==> src/rtl/rspfmt_pkg.sv <==
package rspfmt_pkg;

    localparam int FRAME_MAX = 7;
    localparam int IDX_W     = $clog2(FRAME_MAX + 1);
    localparam int TIME_W    = 32;

    typedef logic [7:0] byte_t;

    localparam byte_t CMD_AUTOPOLL   = 8'h01;
    localparam byte_t CMD_GET_TIME   = 8'h03;
    localparam byte_t CMD_SET_TIME   = 8'h09;
    localparam byte_t CMD_POWER_OFF  = 8'h0A;
    localparam byte_t CMD_SYS_RESET  = 8'h11;
    localparam byte_t CMD_AUTO_RATE  = 8'h14;
    localparam byte_t CMD_DEV_LIST   = 8'h19;
    localparam byte_t CMD_PWR_MSG    = 8'h21;
    localparam byte_t CMD_BUS_GETSET = 8'h22;
    localparam byte_t CMD_BUS_COMBO  = 8'h25;

    localparam byte_t ERR_BUS_COMBO  = 8'h05;
    localparam byte_t ERR_BUS_LEN    = 8'h02;

    typedef enum logic [2:0] {
        K_NONE, K_ACK, K_SET_TIME, K_GET_TIME,
        K_BUS_COMBO, K_BUS_GETSET, K_PWR_OFF, K_SYS_RST
    } cmd_kind_t;

    typedef struct packed {
        byte_t        ptype;
        byte_t        cmd;
        logic [3:0]   len;
        logic [31:0]  args;
        byte_t        dev_status;
        logic [31:0]  dev_reply;
    } request_t;

    typedef struct packed {
        logic                        valid;
        logic [IDX_W-1:0]            len;
        logic [FRAME_MAX-1:0][7:0]   bytes;
        logic                        store_time;
        logic                        pwr_off;
        logic                        sys_rst;
    } frame_t;

    function automatic cmd_kind_t classify(input byte_t cmd);
        case (cmd)
            CMD_AUTOPOLL, CMD_DEV_LIST,
            CMD_AUTO_RATE, CMD_PWR_MSG: return K_ACK;
            CMD_SET_TIME:               return K_SET_TIME;
            CMD_GET_TIME:               return K_GET_TIME;
            CMD_BUS_COMBO:              return K_BUS_COMBO;
            CMD_BUS_GETSET:             return K_BUS_GETSET;
            CMD_POWER_OFF:              return K_PWR_OFF;
            CMD_SYS_RESET:              return K_SYS_RST;
            default:                    return K_NONE;
        endcase
    endfunction

    function automatic byte_t word_byte(input logic [31:0] w, input int i);
        return w[31-8*i -: 8];
    endfunction

endpackage

==> src/rtl/rsp_timekeeper.sv <==
module rsp_timekeeper
    import rspfmt_pkg::*;
(
    input  logic              clk,
    input  logic              rst,
    input  logic              tick,
    input  logic              load,
    input  logic [TIME_W-1:0] load_val,
    output logic [TIME_W-1:0] now
);

    always_ff @(posedge clk) begin
        if (rst)       now <= '0;
        else if (load) now <= load_val;
        else if (tick) now <= now + TIME_W'(1);
    end

    // a tick without a load advances the time by exactly one
    assert_tick_step_R5: assert property (@(posedge clk) disable iff (rst)
        tick && !load |=> now == $past(now) + TIME_W'(1));

    // a load wins over a tick in the same cycle
    assert_load_wins_R3: assert property (@(posedge clk) disable iff (rst)
        load |=> now == $past(load_val));

endmodule

==> src/rtl/rsp_decode.sv <==
module rsp_decode
    import rspfmt_pkg::*;
#(
    parameter logic [7:0] PT_DEV    = 8'h00,
    parameter logic [7:0] PT_CMD    = 8'h01,
    parameter logic [7:0] PT_ERR    = 8'h02,
    parameter int         MAX_REPLY = 4
)(
    input  request_t          req,
    input  logic [TIME_W-1:0] now,
    output frame_t            frame
);

    localparam int HDR = 2;

    cmd_kind_t        kind;
    logic [IDX_W-1:0] n_rep;
    logic             dev_fail;

    assign kind     = classify(req.cmd);
    assign dev_fail = req.dev_status[7] || (req.dev_status == 8'h00);

    always_comb begin
        if (req.dev_status > 8'(MAX_REPLY)) n_rep = IDX_W'(MAX_REPLY);
        else                                n_rep = req.dev_status[IDX_W-1:0];
    end

    always_comb begin
        frame = '0;
        if (req.ptype == PT_DEV) begin
            frame.valid    = 1'b1;
            frame.bytes[0] = PT_DEV;
            if (dev_fail) begin
                frame.bytes[1] = 8'(~req.dev_status + 8'd1);
                frame.bytes[2] = word_byte(req.args, 0);
                frame.len      = IDX_W'(3);
            end else begin
                frame.bytes[1] = 8'h00;
                for (int i = 0; i < MAX_REPLY; i++) begin
                    if (IDX_W'(i) < n_rep)
                        frame.bytes[HDR+i] = word_byte(req.dev_reply, i);
                end
                frame.len = IDX_W'(HDR) + n_rep;
            end
        end else if (req.ptype == PT_CMD) begin
            frame.bytes[0] = PT_CMD;
            frame.bytes[1] = 8'h00;
            frame.bytes[2] = req.cmd;
            frame.len      = IDX_W'(3);
            frame.valid    = (kind != K_NONE);
            case (kind)
                K_SET_TIME: frame.store_time = 1'b1;
                K_GET_TIME: begin
                    for (int i = 0; i < 4; i++)
                        frame.bytes[3+i] = word_byte(now, i);
                    frame.len = IDX_W'(7);
                end
                K_BUS_COMBO: begin
                    frame.bytes = '0;
                    frame.bytes[0] = PT_ERR;
                    frame.bytes[1] = ERR_BUS_COMBO;
                    frame.bytes[2] = PT_CMD;
                    frame.bytes[3] = req.cmd;
                    frame.len      = IDX_W'(4);
                end
                K_BUS_GETSET: begin
                    if (req.len != 4'd4) begin
                        frame.bytes = '0;
                        frame.bytes[0] = PT_ERR;
                        frame.bytes[1] = ERR_BUS_LEN;
                        frame.bytes[2] = PT_CMD;
                        frame.bytes[3] = req.cmd;
                        frame.len      = IDX_W'(4);
                    end
                end
                K_PWR_OFF: frame.pwr_off = 1'b1;
                K_SYS_RST: frame.sys_rst = 1'b1;
                default: ;
            endcase
        end
    end

endmodule

==> src/rtl/rsp_serializer.sv <==
module rsp_serializer
    import rspfmt_pkg::*;
(
    input  logic   clk,
    input  logic   rst,
    input  logic   load,
    input  frame_t frame_in,
    input  logic   rsp_ready,
    output logic   rsp_valid,
    output logic [7:0] rsp_data,
    output logic   rsp_last
);

    logic [FRAME_MAX-1:0][7:0] bytes_q;
    logic [IDX_W-1:0]          len_q;
    logic [IDX_W-1:0]          idx_q;
    logic                      active_q;

    assign rsp_valid = active_q;
    assign rsp_data  = bytes_q[idx_q];
    assign rsp_last  = active_q && (idx_q == len_q - IDX_W'(1));

    always_ff @(posedge clk) begin
        if (rst) begin
            bytes_q  <= '0;
            len_q    <= '0;
            idx_q    <= '0;
            active_q <= 1'b0;
        end else if (!active_q) begin
            if (load) begin
                bytes_q  <= frame_in.bytes;
                len_q    <= frame_in.len;
                idx_q    <= '0;
                active_q <= 1'b1;
            end
        end else if (rsp_ready) begin
            if (rsp_last) active_q <= 1'b0;
            else          idx_q    <= idx_q + IDX_W'(1);
        end
    end

    // a stalled byte is held unchanged
    assert_hold_R11: assert property (@(posedge clk) disable iff (rst)
        rsp_valid && !rsp_ready |=> rsp_valid && $stable(rsp_data) && $stable(rsp_last));

    // the frame ends once its last byte is taken
    assert_frame_end_R11: assert property (@(posedge clk) disable iff (rst)
        rsp_valid && rsp_ready && rsp_last |=> !rsp_valid);

endmodule

==> src/rtl/rsp_formatter.sv <==
module rsp_formatter
    import rspfmt_pkg::*;
#(
    parameter logic [7:0] PT_DEV    = 8'h00,
    parameter logic [7:0] PT_CMD    = 8'h01,
    parameter logic [7:0] PT_ERR    = 8'h02,
    parameter int         MAX_REPLY = 4
)(
    input  logic        clk,
    input  logic        rst,
    input  logic        req_valid,
    output logic        req_ready,
    input  logic [7:0]  req_ptype,
    input  logic [7:0]  req_cmd,
    input  logic [3:0]  req_len,
    input  logic [31:0] req_args,
    input  logic [7:0]  req_dev_status,
    input  logic [31:0] req_dev_reply,
    input  logic        sec_tick,
    output logic        rsp_valid,
    input  logic        rsp_ready,
    output logic [7:0]  rsp_data,
    output logic        rsp_last,
    output logic        busy,
    output logic        pwr_down_req,
    output logic        sys_reset_req
);

    request_t          req;
    frame_t            frame;
    logic [TIME_W-1:0] now;
    logic              accept;

    assign req = '{ptype: req_ptype, cmd: req_cmd, len: req_len, args: req_args,
                   dev_status: req_dev_status, dev_reply: req_dev_reply};

    assign busy      = rsp_valid;
    assign req_ready = !busy;
    assign accept    = req_valid && req_ready;

    rsp_decode #(.PT_DEV(PT_DEV), .PT_CMD(PT_CMD), .PT_ERR(PT_ERR),
                 .MAX_REPLY(MAX_REPLY)) decode_i (
        .req   (req),
        .now   (now),
        .frame (frame)
    );

    rsp_timekeeper time_i (
        .clk      (clk),
        .rst      (rst),
        .tick     (sec_tick),
        .load     (accept && frame.store_time),
        .load_val (req_args),
        .now      (now)
    );

    rsp_serializer ser_i (
        .clk       (clk),
        .rst       (rst),
        .load      (accept && frame.valid),
        .frame_in  (frame),
        .rsp_ready (rsp_ready),
        .rsp_valid (rsp_valid),
        .rsp_data  (rsp_data),
        .rsp_last  (rsp_last)
    );

    always_ff @(posedge clk) begin
        if (rst) begin
            pwr_down_req  <= 1'b0;
            sys_reset_req <= 1'b0;
        end else begin
            pwr_down_req  <= accept && frame.pwr_off;
            sys_reset_req <= accept && frame.sys_rst;
        end
    end

    // a request pulse coincides with its acknowledge frame
    assert_pulse_with_ack_R9: assert property (@(posedge clk) disable iff (rst)
        pwr_down_req || sys_reset_req |-> rsp_valid);

    // the two request pulses never overlap
    assert_pulse_exclusive_R9: assert property (@(posedge clk) disable iff (rst)
        !(pwr_down_req && sys_reset_req));

    // an unrecognised request leaves the output idle
    assert_silent_R10: assert property (@(posedge clk) disable iff (rst)
        accept && !frame.valid |=> !rsp_valid && req_ready);

endmodule

==> config.mk <==
export PLATFORM = sky130hd
export DESIGN_NAME = rsp_formatter
export DESIGN_NICKNAME = d
export VERILOG_FILES = /design/src/rtl/rspfmt_pkg.sv /design/src/rtl/rsp_timekeeper.sv /design/src/rtl/rsp_decode.sv /design/src/rtl/rsp_serializer.sv /design/src/rtl/rsp_formatter.sv
export SDC_FILE = /design/constraint.sdc
export NUM_CORES = 1
export LEC_CHECK = 0
export BUFFER_PORTS_ARGS = -buffer_cell sky130_fd_sc_hd__buf_2
export CAP_MARGIN = 30
export CORE_MARGIN = 4
export CORE_UTILIZATION = 57
export CTS_CLUSTER_SIZE = 28
export DETAILED_ROUTE_END_ITERATION = 6
export PLACE_DENSITY = 0.81
export SLEW_MARGIN = 20
export SYNTH_ARGS = -nofsm -noshare
export SYNTH_HDL_FRONTEND = slang
export SYNTH_HIERARCHICAL = 1
export SYNTH_SLANG_ARGS = --single-unit
==> constraint.sdc <==
create_clock -name clk -period 3.04 [get_ports clk]
set_clock_uncertainty 0.1 [all_clocks]
set_input_delay 0.304 -clock clk [delete_from_list [all_inputs] [get_ports clk]]
set_output_delay 0.304 -clock clk [all_outputs]
set_load 0.01 [all_outputs]
### Yosys cells after proc, flatten, opt, wreduce, memory -nomap -nowiden

Index checks and enable logic that the tools add are counted.

| storage, ports and cells | value |
|---|---|
| bits in registers | 97 |
| bits of input ports | 97 |
| output and inout port bits | 14 |

| cells by class | value |
|---|---|
| add/subtract/negate cells | 5 |
| $lt $le $gt $ge | 6 |
| eq/ne operators | 21 |
| mux-type cells | 32 |
| bitwise logic cells | 2 |
| reductions and logical operators | 16 |

Operators by type and width:

| operator | count |
|---|---|
| 35-bit case mux with 3 select lines | 1 |
| 32-bit two-way mux | 2 |
| 63-bit two-way mux | 1 |
| 59-bit two-way mux | 1 |
| 48-bit two-way mux | 1 |
| 8-bit two-way mux | 6 |
| 24-bit case mux with 2 select lines | 1 |
| 32-bit by 1-bit adder with 32-bit output, second input constant | 1 |
| 8-bit binary-select mux with 3-bit select | 1 |
| 8-bit by 5-bit == test with 1-bit output, second input constant | 3 |
| 8-bit by 6-bit == test with 1-bit output, second input constant | 3 |
| 24-bit two-way mux | 1 |
| 3-bit two-way mux | 7 |
| 3-bit case mux with 7 select lines | 1 |
| 8-bit by 1-bit == test with 1-bit output, second input constant | 2 |
| 8-bit by 4-bit == test with 1-bit output, second input constant | 2 |
| 8-bit zero test | 2 |
| 16-bit two-way mux | 1 |
| 3-bit == test, second input constant | 4 |
| 8-bit by 1-bit adder with 8-bit output, second input constant | 1 |
| 8-bit by 2-bit == test with 1-bit output, second input constant | 1 |
| 8-bit by 3-bit greater-than comparator with 1-bit output, second input constant | 1 |
| 8-bit NOT | 1 |
| 1-bit two-way mux | 7 |
| other kinds (20) | 30 |

### Logic depth before layout (Yosys ltp)

Gate-level depths: netlist of the first run.

| logic depth | value |
|---|---|
| word-level depth | 10 |
| depth in mapped cells | 12 |

### Hierarchy

The synthesis of the first run kept the hierarchy.

By module, submodules not included:

| module | times used | cells each | area each (um^2) | sequential area each (um^2) |
|---|---|---|---|---|
| rsp_serializer | 1 | 343 | 2707.6 | 1261.2 |
| rsp_timekeeper | 1 | 241 | 1924.3 | 640.6 |
| rsp_decode | 1 | 179 | 1332.5 | 0.0 |
| rsp_formatter | 1 | 8 | 96.3 | 40.0 |

### Worst setup path before layout of the first run

OpenSTA, ideal clock, no wires.

| timing | value |
|---|---|
| kind | input -> register |
| start point | input port req_cmd[1] |
| end point | register time_i.now[26] |
| data arrival time | 2.421 ns |
| path slack | 0.404 ns |
| cell stages on the path | 10 |
| buffers on the path | 3 |
| path through | clkbuf_1 > and3b_1 > o211ai_1 > nand3_1 > nor3_1 > and3b_2 > clkbuf_1 > clkbuf_1 > nor2_1 > a2111oi_0 |

RTL lines:

| element | RTL line | text |
|---|---|---|
| from (decl) | rsp_formatter.sv:14 | `input logic [7:0] req_cmd,` |
| to (signal assigned) | rsp_timekeeper.sv:14 | `else if (load) now <= load_val;` |
| to (signal assigned) | rsp_timekeeper.sv:15 | `else if (tick) now <= now + TIME_W'(1);` |
| to (decl) | rsp_timekeeper.sv:9 | `output logic [TIME_W-1:0] now` |

==> metrics.txt, run 1 <==
Net Sw Frac=25.96%; CTS tree=done; Cell variety after synth=80; Primary FF master, synth=dfxtp_1; P_int=around 0.0017 W; clk slew on worst S/H paths=0.10 ns; Pwr Total=0.002267 W; # IOs=111; Final Cycle Share=88.26%; num rows=37; CTS sink cnt=97; Congestion Overflow GR=0; post-CTS setup buffers=0; Synth area leader=dfxtp_1; Total GRT Usage=27.85%; crit-path max FO=30; Fillers=878; Fmax=approximately 0.37 GHz; share of layout cells above drive strength 1=between 20 and 25%; worst-margin pin slew=0.7311 ns; Max VDD drop=about 0.00020 V; worst hold stages=3; min Tclk post-route=around 2.7 ns; Crit. End Element=flip-flop; LEAKAGE=2.512 nW; Max Slew Vio Count=0; Fin Setup TNS=0 ns; Mapped Cells=about 770; Hold EP=time_i/now[0]; initial core utilization=about three fifths; Final GP Congestion=0.9129; # setup viols final=0; Vias=between 6k and 7k; non-filler cells, final=~990; cts repair resizes=0; critical hold path startpoint=req_args[0]; hold_buf cts=0; Syn-to-layout area delta=12.70%; placed cell count=970; final-stage net count=around 950; Worst EP arrival=roughly 2.9 ns; area of the die=roughly 12000 um2; max incr delay on CP=approximately 0.65 ns; Syn Area/Cell=~7.9 um2; Vias/cell=approximately 6.3; Async SR Flop Fraction=0%; flops & latches, synth=97; deepest clock path buffer count=2; Worst R2R Start=time_i/now[0]; Post-synth EDFFs=0; final antenna diode count=0; worst reg2reg path depth=5; synth warn=6; Seq pwr share=56.4%; Max H-tree Level=3; largest net degree at the start of global routing=a little under 60; Core ar.=10320 um2; final hold violation count=0; slew margin rel.=between 50% and 60%; Die Height=between 100 and 150 um; Area contributors post-synth=dfxtp_1 (32%), nand2_1 (8.8%), a21oi_1 (7.0%); Reg2Reg Setup Slack=~0.55 ns; Yosys top cell area share=around a third; sequential fraction of the synthesis area=about a third; crit start category=input port; Worst-Skew Late Latency=approximately 0.36 ns; critical path class=input port to flip-flop; initial antenna violation count=0; clk root buf=clkbuf_8; Max-Cap Viols=0; status=complete, no violations; Combinational Power Share=approximately 8%; WP data required=around 3.2 ns; R2R Path End=time_i/now[16]; first-pass iteration count of the detailed router=5; first-pass GRT wire length=29.01 mm; Clk pwr share=a little over a third; post-DR wirelength/cell=17.94 um; Post-Syn Area=6061 um2; vias in the first global route=around 5.9k; worst-path cell chain=buf_2 > nor4_1 > nand2_1 > nand3_1 > nor3_1 > and3b_2 > buf_4 > or3b_2 > nor2_1 > nand4_1 > o221ai_1; Critical-path top delay cell=nor4_1; clock buffer count from CTS=9; min-delay worst type=input port to flip-flop; Final Cell Area=~6800 um2; drc violations=0; PwrDens=approximately 330 nW/um2; unrepaired setup endpoints after global routing=no; DIE WIDTH=approximately 110 um; Post-DP Area=about 6600 um2; HPWL Detailed=13.17 mm; Routed Antenna Nets=0; Routed WL=approximately 18 mm; Net Switching=approximately 0.00059 W; DRT iter0 DRCs=between 600 and 700; Buffers on Ports=110
worst max-delay path by stage:
stage,startpoint,to,slack [ns]
floorplan,req_cmd[1],time_i/now[26],0.40
global placement,req_cmd[2],time_i/now[30],0.33
detailed placement,req_cmd[2],time_i/now[30],0.09
CTS,ser_i/idx_q[0],rsp_data[1],0.46
global route,ser_i/idx_q[0],rsp_data[5],0.24
finish,req_cmd[2],time_i/now[30],0.36
state kept, by name, indices dropped and copies added, names as in the netlist:
name             cells
ser_i/idx_q          3
ser_i/rsp_valid      1
ser_i/bytes_q       56
sys_reset_req        1
pwr_down_req         1
time_i/now          32
ser_i/len_q          3
logic make-up (layout without fill, tap and decap cells):
kind of cell | after synthesis | count (layout) | share of synthesized area (%)
multiplexers | 17 | 17 | 4.459
buffers and inverters | 88 | 162 | 6.296
AO/OA/AOI/OAI | 198 | 198 | 22.71
XOR/XNOR | 21 | 21 | 3.262
adder cells (fa/ha/maj) | 6 | 6 | 1.239
AND/OR/NAND/NOR | 343 | 343 | 29.93
other | 1 | 6 | 0.06187
flip-flops | 97 | 97 | 32.04
critical path: cells and delay by family:
family	cells	cell delay [ns]
buffers and inverters	2	0.38
AOI/OAI and AO/OA	1	0.09
and+or+nand+nor	8	2.07
per-layer routing:
layer / routed length, um / vias to the layer above / part of all wire, % / global-route usage, %
li1: - / 2945 / - / -
met1: 7549 / 2892 / 43 / 38.40
met2: 8225 / 311 / 46 / 43.85
met3: 1465 / 40 / 8.3 / 4.749
met4: 452 / 0 / 2.6 / 10.30
met5: 0 / - / 0 / 0
synthesized netlist by cell type, types with 3 or more instances:
| cell type | count |
|---|---|
| nor3b_1 | 7 |
| and4_1 | 4 |
| mux2i_1 | 9 |
| o21ai_0 | 7 |
| o31a_1 | 3 |
| clkbuf_1 | 44 |
| nand2b_1 | 4 |
| inv_1 | 20 |
| nor2b_1 | 7 |
| buf_1 | 3 |
| a22o_1 | 24 |
| nor4_1 | 10 |
| buf_2 | 11 |
| dfxtp_1 | 97 |
| nand4_1 | 11 |
| a2111oi_0 | 7 |
| xor2_1 | 11 |
| and2_1 | 10 |
| a211o_1 | 3 |
| xnor2_1 | 9 |
| nand2_1 | 142 |
| a211oi_1 | 15 |
| ha_1 | 6 |
| a311oi_1 | 10 |
| a21o_1 | 3 |
| buf_4 | 8 |
| mux4_2 | 8 |
| or4_1 | 8 |
| a221o_1 | 8 |
| nand4b_1 | 3 |
| nand3b_1 | 3 |
| o211ai_1 | 5 |
| nor2_1 | 57 |
| nand3_1 | 18 |
| nor3_1 | 9 |
| or3_1 | 6 |
| a21oi_1 | 85 |
| o31ai_1 | 4 |
| and3_1 | 16 |
placed cells by master, fill, tap and decap left out, types with 10 or more instances in the layout:
cell type and instances:
xor2_1 11, dfxtp_1 97, a21oi_1 85, nor2_1 57
a311oi_1 10, nor4_1 10, a211oi_1 15, a22o_1 24
buf_2 110, buf_4 13, clkbuf_8 10, and3_1 16
nand4_1 11, nand3_1 18, and2_1 10, inv_1 20
nand2_1 142
final cells by class:
class,count,area [um2],share of cell area [%]
clock buffer,10,137.6,2.015
clock inverter,6,47.55,0.6961
inverter,21,78.83,1.154
multi-input combinational,591,3766,55.14
sequential,97,1942,28.43
tap,136,170.2,2.491
timing repair buffer,125,688.2,10.08
power by group through the flow:
stage	Clock (W)	Sequential [W]	Combinational [W]
2_1_floorplan	0	0.00131	0.0000854
3_3_place_gp	0	0.00131	0.000172
3_5_place_dp	0	0.00131	0.000177
4_1_cts	0.000809	0.00128	0.000177
5_1_grt	0.000860	0.00128	0.000197
6_report	0.000807	0.00128	0.000181
through the flow:
stage / setup slack, ns / hold slack, ns / utilization [%]
2_1_floorplan: 0.4042 / 0.3331 / -
3_3_place_gp: 0.3266 / 0.3387 / 64.37
3_5_place_dp: 0.08955 / 0.3447 / 64.37
4_1_cts: 0.4595 / 0.09092 / 66.16
5_1_grt: 0.2374 / 0.1010 / 66.16
6_report: 0.3569 / 0.09534 / 66.16
Power figures use the tool's default switching activity.
==> run 2: changes to the inputs <==
Settings changed: CORE_MARGIN 4 to unset.
==> run 2 against run 1 <==
Sequential share of layout area down 0.25 points. Non-clock buffer count up 5. Worst setup slack better by 0.12 ns. Cell count up 0.51%. Critical endpoint is now time_i/now[16]. Maximum frequency up 4.7%. Combinational power about the same. Highest routed layer unchanged. Via count about the same. Largest power group unchanged.
==> metrics.txt, run 2 (synthesis gave the netlist of run 1 again) <==
status=complete, no violations; Vias=6186 (-0.032%); cts repair resizes=0 (unchanged); Core ar.=10320 um2 (unchanged); Max-Cap Viols=0 (unchanged); slew margin rel.=52.95% (+1.8 points); Buffers on Ports=110 (unchanged); hold_buf cts=0 (unchanged); Seq. cell area=1942 um2 (unchanged); LEAKAGE=2.545 nW (+1.3%); Biggest register=ser_i/bytes_q; DP Worst Slack=0.2565 ns (+0.1670 ns); PwrDens=342.7 nW/um2 (+3.3%); min Tclk post-route=2.563 ns (-0.1205 ns); Max H-tree Level=3 (unchanged); initial antenna violation count=0 (unchanged); clock buffer count from CTS=9 (unchanged); max reg flops=56 (unchanged); Crit. End Element=flip-flop; Vias/cell=6.242 (-0.54%); final-stage net count=953 (+0.53%); crit-path max FO=8 (-73%); non-filler cells, final=991 (+0.51%); crit start category=flip-flop; HPWL Detailed=13.18 mm (about the same); vias in the first global route=5714 (-3.7%); commonest non-fill, non-tap cell in the layout=nand2_1; WP data required=3.22 ns (about the same); Routed WL=17.71 mm (about the same); Fin Setup TNS=0 ns (unchanged); largest net degree at the start of global routing=53 (-8.6%); critical path class=flip-flop to flip-flop; Congestion Overflow GR=0 (unchanged); final hold violation count=0 (unchanged); share of layout cells above drive strength 1=20.82% (+0.47 points); Syn-to-layout area delta=13.69%; CTS tree=done; drc violations=0 (unchanged); multi-input gate area in the final layout=3766 um2 (unchanged); DRT iter0 DRCs=551 (-11%); Fillers=906 (+3.2%); final antenna diode count=0 (unchanged); Reg2Reg Setup Slack=0.48 ns (-0.07 ns); # setup viols final=0 (unchanged); DIE WIDTH=105.1 um (-5.4%); post-CTS setup buffers=0 (unchanged); clk slew on worst S/H paths=0.10 ns (about the same); first-pass iteration count of the detailed router=6 (+1); unrepaired setup endpoints after global routing=no; Die Height=105.1 um (-5.4%); Max Slew Vio Count=0 (unchanged); post-DR wirelength/cell=17.87 um (-0.42%); # IOs=111 (unchanged); max incr delay on CP=0.57 ns (-0.08 ns); worst-path cell chain=ha_1 > nand2_1 > or4_1 > or4_1 > a311oi_1; placed cell count=975 (+0.52%); Final Cycle Share=84.30% (-4.0 points); Largest regs=ser_i/bytes_q x56, time_i/now x32; Critical-path top delay cell=or4_1; Fmax=0.3902 GHz (+4.7%); Worst-Skew Late Latency=0.39 ns (+0.03 ns); worst-margin pin slew=0.7020 ns (-0.02914 ns); area of the die=11050 um2 (-11%); Final GP Congestion=0.9047 (-0.90%); deepest clock path buffer count=2 (unchanged); CTS sink cnt=97 (unchanged); Worst Slack Setup Final=0.4773 ns (+0.1205 ns); Critical Path Most Common Cell=or4_1; Routed Antenna Nets=0 (unchanged); num rows=37 (unchanged); commonest cells after routing, fill and taps aside=nand2_1 (142), buf_2 (110), dfxtp_1 (97), a21oi_1 (85), nor2_1 (57); Worst EP arrival=2.74 ns (-0.12 ns); clk root buf=clkbuf_8; initial core utilization=58.71% (unchanged); min-delay worst type=input port to flip-flop; first-pass GRT wire length=28.54 mm (-1.6%); Total GRT Usage=32.58% (+4.7 points); Max VDD drop=0.0002346 V (+16%)
==> run 2: worst max-delay path: cells and delay by family (launching register included) <==
family                     cells  cell delay, ns
DFF                            1            0.51
adders and majority gates      1            0.32
AOI/OAI and AO/OA              1            0.35
and+or+nand+nor                3            1.18
==> run 2: area by class of cell <==
cell class / count / share of cell area, %
Timing Repair Buffer: 130 / 10.53
Tap cell: 136 / 2.470
Sequential cell: 97 / 28.18
Inverter: 21 / 1.144
Clock inverter: 7 / 1.217
Clock buffer: 9 / 1.798
Multi-Input combinational cell: 591 / 54.66
==> run 2: path summary, 6_finish.rpt <==
check,to,from,cells after the start
max,time_i/now[16],time_i/now[0],5
min,time_i/now[1],req_args[1],3
max reg2reg,time_i/now[16],time_i/now[0],5
min reg2reg,ser_i/bytes_q[25],ser_i/bytes_q[25],2
==> run 2: report_power, final <==
group          switching [W]  leakage [nW]  internal, W
logic               0.000105          1.66    0.0000770
clock network       0.000505         0.102     0.000395
registers         0.00000703         0.781      0.00127
total               0.000617          2.54      0.00174
==> run 2: metal layers <==
| metal | GRT usage, % | wire [um] |
|---|---|---|
| met1 | 45.69 | 7826 |
| met4 | 13.38 | 521 |
| met3 | 3.993 | 1268 |
| met5 | 0 | 0 |
| met2 | 50.61 | 8092 |
==> run 2: through the flow <==
step | util, % | total power (W) | area (um2) | hold WS (ns)
6_report | 66.74 | 0.002362 | 6890 | 0.04960
5_1_grt | 66.74 | 0.002434 | 6890 | 0.06783
4_1_cts | 66.74 | 0.002366 | 6890 | 0.04685
3_5_place_dp | 64.73 | 0.001488 | 6683 | 0.3451
3_3_place_gp | 64.73 | 0.001485 | 6683 | 0.3401
2_1_floorplan | - | 0.001392 | 6080 | 0.3331
==> run 3: changes to the inputs <==
Clock period 3.04 ns to 2.36 ns, I/O delays scaled along.
==> run 3 against run 2 <==
Global-route usage grew 1.7 points. Flip-flop and latch count is the same. Clock-buffer cell count is the same. Cell count grew 4.9%. Core utilization grew 4.1 points. First-iteration DRC count shrank 1.6%. Highest routed layer unchanged.
==> metrics.txt, run 3 (synthesis gave the netlist of run 1 again) <==
status=complete, no violations; worst hold stages=3 (unchanged); deepest clock path buffer count=2 (unchanged); Max Slew Vio Count=0 (unchanged); final hold violation count=0 (unchanged); clock buffer count from CTS=9 (unchanged); Fmax=0.4504 GHz (+15%); Final Cycle Share=94.09% (+9.8 points); Core ar.=10320 um2 (unchanged); drc violations=0 (unchanged); WP data required=2.55 ns (-0.67 ns); LEAKAGE=2.808 nW (+10%); Vias=6487 (+4.9%); min Tclk post-route=2.220 ns (-0.3423 ns); commonest cells after routing, fill and taps aside=nand2_1 (142), buf_2 (110), dfxtp_1 (96), a21oi_1 (85), buf_4 (62); # setup viols final=0 (unchanged); Max H-tree Level=3 (unchanged); post-CTS setup buffers=0 (unchanged); HPWL Detailed=13.99 mm (+6.1%); slew margin rel.=53.32% (+0.37 points); Seq pwr share=53.3% (-0.9 points); initial antenna violation count=0 (unchanged); Buffers on Ports=110 (unchanged); Total GRT Usage=34.24% (+1.7 points); Congestion Overflow GR=0 (unchanged); area of the die=11050 um2 (unchanged); Net Sw Frac=26.24% (+0.10 points); Seq. cell area=1943 um2 (about the same); Vias/cell=6.238 (about the same); worst reg2reg path depth=4 (-1); Hold EP=time_i/now[20]; min-delay worst type=input port to flip-flop; Max-Cap Viols=0 (unchanged); largest net degree at the start of global routing=71 (+34%); Final GP Congestion=0.9688 (+7.1%); final antenna diode count=0 (unchanged); vias in the first global route=6213 (+8.7%); post-DR wirelength/cell=17.92 um (+0.30%); fin util=70.82% (+4.1 points); clk slew on worst S/H paths=0.11 ns (about the same); max reg flops=56 (unchanged); Routed WL=18.64 mm (+5.3%); unrepaired setup endpoints after global routing=no; Net Switching=0.0008108 W (+31%); DRT iter0 DRCs=542 (-1.6%); Worst-Skew Late Latency=0.37 ns (-0.02 ns); Routed Antenna Nets=0 (unchanged); # IOs=111 (unchanged); Worst R2R Start=time_i/now[7]; Fin Setup TNS=0 ns (unchanged); CTS sink cnt=97 (unchanged); Max VDD drop=0.0002929 V (+25%); Reg2Reg Setup Slack=0.14 ns (-0.34 ns); Fillers=903 (-0.33%); Biggest register=ser_i/bytes_q; Largest regs=ser_i/bytes_q x56, time_i/now x32; crit start category=flip-flop; share of layout cells above drive strength 1=25.22% (+4.4 points); P_int=0.002279 W (+31%); CTS tree=done; initial core utilization=58.71% (unchanged); Die Height=105.1 um (unchanged); Combinational Power Share=8.9% (+1.2 points); critical hold path startpoint=req_args[20]; worst-margin pin slew=0.7002 ns (-0.001788 ns); Syn-to-layout area delta=20.62%; R2R Path End=time_i/now[16]; DIE WIDTH=105.1 um (unchanged); critical path class=flip-flop to flip-flop; clk root buf=clkbuf_8; commonest non-fill, non-tap cell in the layout=nand2_1; Clk pwr share=37.8% (-0.3 points); final-stage net count=1002 (+5.1%); PwrDens=422.7 nW/um2 (+23%); multi-input gate area in the final layout=3775 um2 (+0.23%); num rows=37 (unchanged); crit-path max FO=8 (unchanged); Worst EP arrival=2.41 ns (-0.33 ns); first-pass iteration count of the detailed router=7 (+1); Crit. End Element=flip-flop; first-pass GRT wire length=30.30 mm (+6.2%)
## run 3: cell types whose count changed in the layout (fill, tap and decap cells not counted)
cell	change
nor2b_1	-1
dfxtp_1	-1
nor2b_2	+1
nor4_2	+1
clkinvlp_4	-1
buf_12	+3
clkinv_2	+1
clkinv_4	-1
dfxtp_2	+1
dlygate4sd3_1	+2
buf_4	+44
inv_8	+1
nor4_1	-1
## run 3: power groups by stage
| stage | Clock, W | Combinational, W | Sequential [W] |
|---|---|---|---|
| 6_report | 0.00117 | 0.000275 | 0.00165 |
| 5_1_grt | 0.00125 | 0.000295 | 0.00165 |
| 4_1_cts | 0.00117 | 0.000269 | 0.00165 |
| 3_5_place_dp | 0 | 0.000266 | 0.00168 |
| 3_3_place_gp | 0 | 0.000261 | 0.00168 |
| 2_1_floorplan | 0 | 0.000111 | 0.00168 |
## run 3: layer usage
layer	track usage (%)	wire, um	up-vias
li1	-	-	3043
met1	45.64	7849	3064
met2	53.74	8537	328
met3	5.864	1589	52
met4	16.30	663	0
met5	0	0	-
## run 3: how the worst max path moves through the flow
stage	cells after the start	end	startpoint	slack [ns]
finish	4	time_i/now[16]	time_i/now[7]	0.14
global route	4	time_i/now[20]	time_i/now[15]	0.01
CTS	5	rsp_data[7]	ser_i/idx_q[0]	0.09
detailed placement	10	time_i/now[23]	req_cmd[2]	-0.08
global placement	10	time_i/now[18]	req_cmd[2]	-0.09
floorplan	12	ser_i/idx_q[0]	req_cmd[2]	0.009
## run 3: layout make-up
type,count,share of cell area [%]
clock buffers,9,1.694
clock inverters,7,1.147
inverters,21,1.078
multi-input cells,591,51.63
flip-flops and latches,97,26.58
well taps,136,2.328
repair buffers,179,15.54
## run 3: repair_timing
action                     CTS  global route
hold endpoints to repair     2             0
resized for setup            0             2
hold buffers                 2             0
setup endpoints to repair    0             7
## run 3: worst max-delay path, stage by stage, from the launching register on
cell      delay [ns]
dfxtp_1         0.47
nand4_4         0.17
or4_1           0.68
or4_1           0.44
a311oi_1        0.27
## run 3: stage by stage
| stage | cells | worst slack [ns] | power, W | hold slack [ns] | cell area (um2) |
|---|---|---|---|---|---|
| 2_1_floorplan | 776 | 0.009454 | 0.001794 | 0.2777 | 6091 |
| 4_1_cts | 1040 | 0.08933 | 0.003088 | 0.007124 | 7307 |
| 3_3_place_gp | 1022 | -0.08758 | 0.001944 | 0.3395 | 7079 |
| 3_5_place_dp | 1022 | -0.07715 | 0.001950 | 0.3475 | 7079 |
| 5_1_grt | 1040 | 0.01172 | 0.003192 | 0.02696 | 7311 |
| 6_report | 1040 | 0.1396 | 0.003090 | 0.01015 | 7311 |
